--- config.mk ---
export PLATFORM = sky130hd
export DESIGN_NAME = cfg_shadow_bank
export DESIGN_NICKNAME = d
export VERILOG_FILES = /design/src/rtl/cfg_shadow_bank_pkg.sv /design/src/rtl/cfg_shadow_bank_decode.sv /design/src/rtl/cfg_shadow_bank_loadctl.sv /design/src/rtl/cfg_shadow_bank_regs.sv /design/src/rtl/cfg_shadow_bank.sv
export SDC_FILE = /design/constraint.sdc
export NUM_CORES = 1
export LEC_CHECK = 0
export ABC_AREA = 1
export CAP_MARGIN = 20
export CELL_PAD_IN_SITES_DETAIL_PLACEMENT = 0
export CELL_PAD_IN_SITES_GLOBAL_PLACEMENT = 2
export CORE_ASPECT_RATIO = 0.5
export CORE_MARGIN = 4
export CORE_UTILIZATION = 44
export DETAILED_ROUTE_END_ITERATION = 16
export DONT_BUFFER_PORTS = 1
export PLACE_DENSITY = 0.86
export SKIP_CTS_REPAIR_TIMING = 1
export SLEW_MARGIN = 20
export SYNTH_ARGS = -nofsm -noshare
export SYNTH_HDL_FRONTEND = slang
export SYNTH_SLANG_ARGS = --single-unit
--- constraint.sdc ---
create_clock -name clk -period 15.5 [get_ports clk]
set_input_delay 4.65 -clock clk [delete_from_list [all_inputs] [get_ports clk]]
set_output_delay 4.65 -clock clk [all_outputs]
set_load 0.02 [all_outputs]
--- src/rtl/cfg_shadow_bank_pkg.sv ---
package cfg_shadow_bank_pkg;
  localparam int CTRL_LOAD_BIT   = 0;
  localparam int CTRL_NOAUTO_BIT = 1;

  typedef struct packed {
    logic noauto;
    logic pending;
  } ctrl_state_t;
endpackage

--- src/rtl/cfg_shadow_bank_decode.sv ---
module cfg_shadow_bank_decode #(
  parameter int NUM_REGS = 8,
  parameter int ADDR_W   = 8,
  localparam int WORD_W  = ADDR_W - 2,
  localparam int IDX_W   = $clog2(NUM_REGS)
) (
  input  logic [ADDR_W-1:0] addr,
  output logic              hit_ctrl,
  output logic              hit_cfg,
  output logic [IDX_W-1:0]  idx
);
  logic [WORD_W-1:0] word;

  assign word     = addr[ADDR_W-1:2];
  assign hit_ctrl = (word == '0);
  assign hit_cfg  = (word != '0) && (word <= WORD_W'(NUM_REGS));
  assign idx      = IDX_W'(word - WORD_W'(1));
endmodule

--- src/rtl/cfg_shadow_bank_loadctl.sv ---
module cfg_shadow_bank_loadctl
  import cfg_shadow_bank_pkg::*;
(
  input  logic        clk,
  input  logic        rst,
  input  logic        ctrl_we,
  input  logic        wr_load,
  input  logic        wr_noauto,
  input  logic        vblank,
  output ctrl_state_t state_o,
  output logic        load_o
);
  ctrl_state_t st_q;

  assign load_o  = vblank && (st_q.pending || !st_q.noauto);
  assign state_o = st_q;

  always_ff @(posedge clk) begin
    if (rst) begin
      st_q <= '0;
    end else begin
      if (ctrl_we) st_q.noauto <= wr_noauto;
      if (ctrl_we && !wr_noauto)     st_q.pending <= 1'b0;
      else if (ctrl_we && wr_load)   st_q.pending <= 1'b1;
      else if (load_o)               st_q.pending <= 1'b0;
    end
  end
endmodule

--- src/rtl/cfg_shadow_bank_regs.sv ---
module cfg_shadow_bank_regs #(
  parameter int NUM_REGS = 8,
  parameter int DATA_W   = 32,
  localparam int IDX_W   = $clog2(NUM_REGS)
) (
  input  logic                       clk,
  input  logic                       rst,
  input  logic                       wr_en,
  input  logic [IDX_W-1:0]           wr_idx,
  input  logic [DATA_W-1:0]          wr_data,
  input  logic                       load,
  input  logic [IDX_W-1:0]           rd_idx,
  output logic [DATA_W-1:0]          rd_shadow,
  output logic [NUM_REGS*DATA_W-1:0] active_o
);
  logic [DATA_W-1:0] shadow_q [NUM_REGS];
  logic [DATA_W-1:0] active_q [NUM_REGS];

  for (genvar i = 0; i < NUM_REGS; i++) begin : g_reg
    always_ff @(posedge clk) begin
      if (rst) begin
        shadow_q[i] <= '0;
      end else if (wr_en && (wr_idx == IDX_W'(i))) begin
        shadow_q[i] <= wr_data;
      end
    end

    always_ff @(posedge clk) begin
      if (rst) begin
        active_q[i] <= '0;
      end else if (load) begin
        active_q[i] <= shadow_q[i];
      end
    end

    assign active_o[i*DATA_W +: DATA_W] = active_q[i];
  end

  assign rd_shadow = shadow_q[rd_idx];
endmodule

--- src/rtl/cfg_shadow_bank.sv ---
module cfg_shadow_bank
  import cfg_shadow_bank_pkg::*;
#(
  parameter int NUM_REGS = 8,
  parameter int DATA_W   = 32,
  parameter int ADDR_W   = 8,
  localparam int IDX_W   = $clog2(NUM_REGS)
) (
  input  logic                       clk,
  input  logic                       rst,
  input  logic                       bus_we,
  input  logic                       bus_re,
  input  logic [ADDR_W-1:0]          bus_addr,
  input  logic [DATA_W-1:0]          bus_wdata,
  output logic [DATA_W-1:0]          bus_rdata,
  input  logic                       vblank_i,
  output logic [NUM_REGS*DATA_W-1:0] active_o
);
  logic              hit_ctrl, hit_cfg, load;
  logic [IDX_W-1:0]  idx;
  logic [DATA_W-1:0] rd_shadow;
  ctrl_state_t       ctrl_st;
  logic              pend_q, noauto_q;

  cfg_shadow_bank_decode #(.NUM_REGS(NUM_REGS), .ADDR_W(ADDR_W)) u_dec (
    .addr(bus_addr), .hit_ctrl(hit_ctrl), .hit_cfg(hit_cfg), .idx(idx)
  );

  cfg_shadow_bank_loadctl u_ctl (
    .clk(clk), .rst(rst),
    .ctrl_we(bus_we && hit_ctrl),
    .wr_load(bus_wdata[CTRL_LOAD_BIT]),
    .wr_noauto(bus_wdata[CTRL_NOAUTO_BIT]),
    .vblank(vblank_i),
    .state_o(ctrl_st), .load_o(load)
  );

  assign pend_q   = ctrl_st.pending;
  assign noauto_q = ctrl_st.noauto;

  cfg_shadow_bank_regs #(.NUM_REGS(NUM_REGS), .DATA_W(DATA_W)) u_regs (
    .clk(clk), .rst(rst),
    .wr_en(bus_we && hit_cfg), .wr_idx(idx), .wr_data(bus_wdata),
    .load(load), .rd_idx(idx), .rd_shadow(rd_shadow), .active_o(active_o)
  );

  logic [DATA_W-1:0] ctrl_word;
  always_comb begin
    ctrl_word = '0;
    ctrl_word[CTRL_LOAD_BIT]   = pend_q;
    ctrl_word[CTRL_NOAUTO_BIT] = noauto_q;
  end

  always_ff @(posedge clk) begin
    if (rst) begin
      bus_rdata <= '0;
    end else if (bus_re) begin
      if (hit_ctrl)     bus_rdata <= ctrl_word;
      else if (hit_cfg) bus_rdata <= rd_shadow;
      else              bus_rdata <= '0;
    end
  end
endmodule

-- Word level (Yosys, flattened, before mapping)
Memory sizes are Yosys's and may differ from the RTL's.
Cells that the tools add are included.
- input port bits: 45
- output and inout port bits: 288
- bits in writable memories: 512
- memories: 2
- word-level logic and storage cells: 101
- flip-flop bits (word level): 34
- eq/ne operators: 7
- add/sub/neg operators: 1
- bitwise logic cells: 16
- mux-type cells: 49
- $lt $le $gt $ge: 1
- reduce and logical (&&, ||, !) cells: 22
- memories (name ; words ; width ; rd ports ; clocked after Yosys merged registers in ; wr ports ; line ; text):
    u_regs.active_q ; 8 ; 32 ; 8 ; 0 ; 8 ; cfg_shadow_bank_regs.sv:17 ; logic [DATA_W-1:0] active_q [NUM_REGS];
    u_regs.shadow_q ; 8 ; 32 ; 9 ; 0 ; 8 ; cfg_shadow_bank_regs.sv:16 ; logic [DATA_W-1:0] shadow_q [NUM_REGS];
- operator list (operator ; number):
    two-way mux 32 bit ; 18
    two-way mux 1 bit ; 31
    OR 1 bit ; 16
    logical AND 1 bit ; 14
    == test 3 bit (second input constant) ; 4
    == test 3 x 2 -> 1 bit (second input constant) ; 2
    less-or-equal comparator 6 x 4 -> 1 bit (second input constant) ; 1
    zero test 6 bit ; 1
    nonzero test 6 bit ; 1
    == test 3 x 1 -> 1 bit (second input constant) ; 1
    zero test 3 bit ; 1
    subtractor 3 x 1 -> 3 bit (second input constant) ; 1
    zero test 1 bit ; 2
    nonzero test 2 bit ; 1
    OR reduction 2 bit ; 1
    logical OR 1 bit ; 1

-- Depth between registers and ports, before layout
- depth after elaboration: 8
- mapped depth: 14
- depth with buffers taken out: 10

-- By module
A second synthesis with hierarchy kept.
- cell total of the unflattened synthesis: 2183
- area total of the unflattened synthesis: 23025.8 sq um
- by module, submodules not included (module ; instances ; seq. area each (sq um) ; area each (sq um) ; cells an instance):
    cfg_shadow_bank_regs ; 1 ; 15374.7 ; 21516.9 ; 1997
    cfg_shadow_bank ; 1 ; 640.6 ; 1327.5 ; 159
    cfg_shadow_bank_loadctl ; 1 ; 40.0 ; 100.1 ; 13
    cfg_shadow_bank_decode ; 1 ; 0.0 ; 81.3 ; 14

-- Least setup slack after synthesis
Ideal clock, no wire load.
- kind: input port to flip-flop
- start point: in vblank_i
- end point: mem u_regs.active_q[0][0], enable pin
- setup slack: 7.051 ns
- required time: 14.989 ns
- data arrival time: 7.938 ns
- path buffers: 0
- library setup time: 0.511 ns
- cell stages on the path: 3
- path through: inv_1 a21oi_1 or2_2
- RTL lines (what ; line ; text):
    start, declared ; cfg_shadow_bank.sv:16 ; input logic vblank_i,
    end, declared ; cfg_shadow_bank_regs.sv:17 ;

==> reports/metrics.yaml <==
start_util_pct: 45.2
dpl.hpwl_um: 36800
slew_violations: 0
antenna_found_initial: 0
grt_pass1_vias: 13200
synth_cell_types: 22
end_kind: "flip-flop"
syn-num-nets: 2117
placed_cells: 2625
syn_inst: 2067
port_buffers: 0
utilization_pct: 50.0
period_share_pct: 50.2
synth_seq_cells: 546
numCtsBuffers: 49
top_layer_used: "met4"
critPathMaxFanout: 131
via_count: 13900
clockBufferDepth: 3
arrival_ns: 8.21
period_minus_slack_ns: 7.79
routed_wl_um: 61100
final_cell_mix: "nor2_1 (518), edfxtp_1 (512), inv_1 (296), nand2_1 (291), nand3_1 (233)"
peakVddDrop_mv: 0.0651
netlist.area_leader.share_pct: 69.1
fp.dieArea_um2: 54400
clkSinkCount: 546
dr.pass1.iters: 5
ys_warn_count: 0
final_layout_size_suffix_gt1_share_pct: 5.85
outcome: "completed"
finClkSkew_ns: 0.0136
root_buffer: "clkbuf_16"
tritoncts: "yes"
crit_chain: "inv_4, ha_1, xnor2_4, inv_2, nand4_1, buf_4, nor2_1"
drt-met1-wl_um: 25300
layout_commonest_cell: "nor2_1"
insertedDiodeCount: 0
crit_buf_inv: 3
wl_met3_um: 4110
finalNonFillerCells: 2718
worstMarginPinSlew_ns: 1.09
p_leak_uw: 0.0104
fp.dieH_um: 167
area_delta_synth_final_pct: 10.6
grt_overflow_total: 0
drt_iter0_drc: 1425
seq_area_um2: 16100
syn_area_um2: 22200
max_stage_delay_ns: 0.86
path_clk_slew_ns: 0.07
grt_pass1_wl_um: 88800
rsz0062_at_grt: "no"
grtUsageTotal_pct: 21.9
yosys.area.top_type: "edfxtp_1"
core_area_um2: 49200
fin_setup_tns_ns: 0
hold_class: "flip-flop to flip-flop"
grt_max_degree: 132
die_w_um: 326
vias_per_cell: 5.11
setup_viol: 0
cp-start-kind: "input pin"
clkLatencyLatePin_ns: 0.58
max_freq_mhz: 128
powerDensity_nw_per_um2: 134
drtAntennaViolNets: 0
hold_ws_ns: 0.523
cp.required_ns: 15.93
crit_slowest_cell: "nand4_1"
yosys-top-cells-area: "edfxtp_1 (69%), nor2_1 (8.8%), nand3_1 (5.2%)"
critPathTopFamily: "buffers and inverters"
fillers: 4436
synth-seq-area-share_pct: 72.2
rows: 57
max_slew_margin_pct: 27.3
htree_levels: 2
wl_met2_um: 30000
drcViolationCount: 0
place_congestion: 0.751
multi_input_area_um2: 4680
hold_viol: 0
syn_avg_cell_area_um2: 10.8
routedWlPerCell_um: 22.5
io_pins: 333
drv_cap: 0
criticalPathCategory: "input pin to flip-flop"
nets: 2078
==> report_power, final <==
group / switching, µW / internal, µW / total (µW)
Sequential: 93.0 / 1700 / 1800
Clock: 550 / 750 / 1300
Combinational: 157 / 45.3 / 202
Total: 800 / 2500 / 3300
==> state kept, by name, indices dropped and copies added, names as in the netlist <==
signal / count
bus_rdata: 32
u_ctl.state_o: 2
u_regs.active_q: 256
u_regs.shadow_q: 256
==> per-layer routing <==
layer	GRT usage (%)	vias to the layer above
li1	-	6593
met1	29.4	6724
met2	36.8	487
met3	3.98	95
met4	6.43	0
met5	0	-
==> cells by family after synthesis <==
logic type | synth area share (%)
flip-flops | 72.2
XOR/XNOR | 0.0731
buffers and inverters | 7.15
AO/OA/AOI/OAI | 0.866
adder cells (fa/ha/maj) | 0.281
AND/OR/NAND/NOR | 19.4
==> synthesized netlist by cell type, drive strengths merged <==
master / count
a21oi: 35
clkbuf: 76
nand3: 233
nand4: 8
nand2: 301
ha: 5
clkinv: 1
edfxtp: 512
or2: 1
dfxtp: 34
o21ai: 2
xnor2: 1
inv: 300
buf: 37
nor2: 520
a22oi: 1
==> cell type report <==
type	count	area share (%)
repair buffers	23	0.834
flip-flops and latches	546	65.3
clock inverters	25	1.27
multi-input cells	1107	19.0
well taps	649	3.30
inverters	301	4.60
clock buffers	67	5.68
==> stage by stage <==
stage / power [µW] / area (µm²) / worst slack, ns
2_1_floorplan: 1950 / 22200 / 7.05
3_3_place_gp: 2030 / 22800 / 7.22
3_5_place_dp: 2030 / 22800 / 7.17
4_1_cts: 3330 / 24500 / 7.80
5_1_grt: 3420 / 24600 / 7.66
6_report: 3300 / 24600 / 7.71
==> final timing paths <==
kind,cells past startpoint,start,slack [ns],end
max,7,bus_addr[2],7.71,u_regs.shadow_q[4][17]
min,2,u_ctl.state_o[1],0.52,u_ctl.state_o[1]
max reg2reg,5,u_ctl.state_o[1],12.56,u_regs.active_q[0][116]
min reg2reg,2,u_ctl.state_o[1],0.52,u_ctl.state_o[1]
==> tightest hold or removal path, cell delays in order, from the launching register on <==
cell and delay, ns:
dfxtp_1 0.33, nor2_1 0.10, nor2_1 0.05
Power figures use the tool's default switching activity.
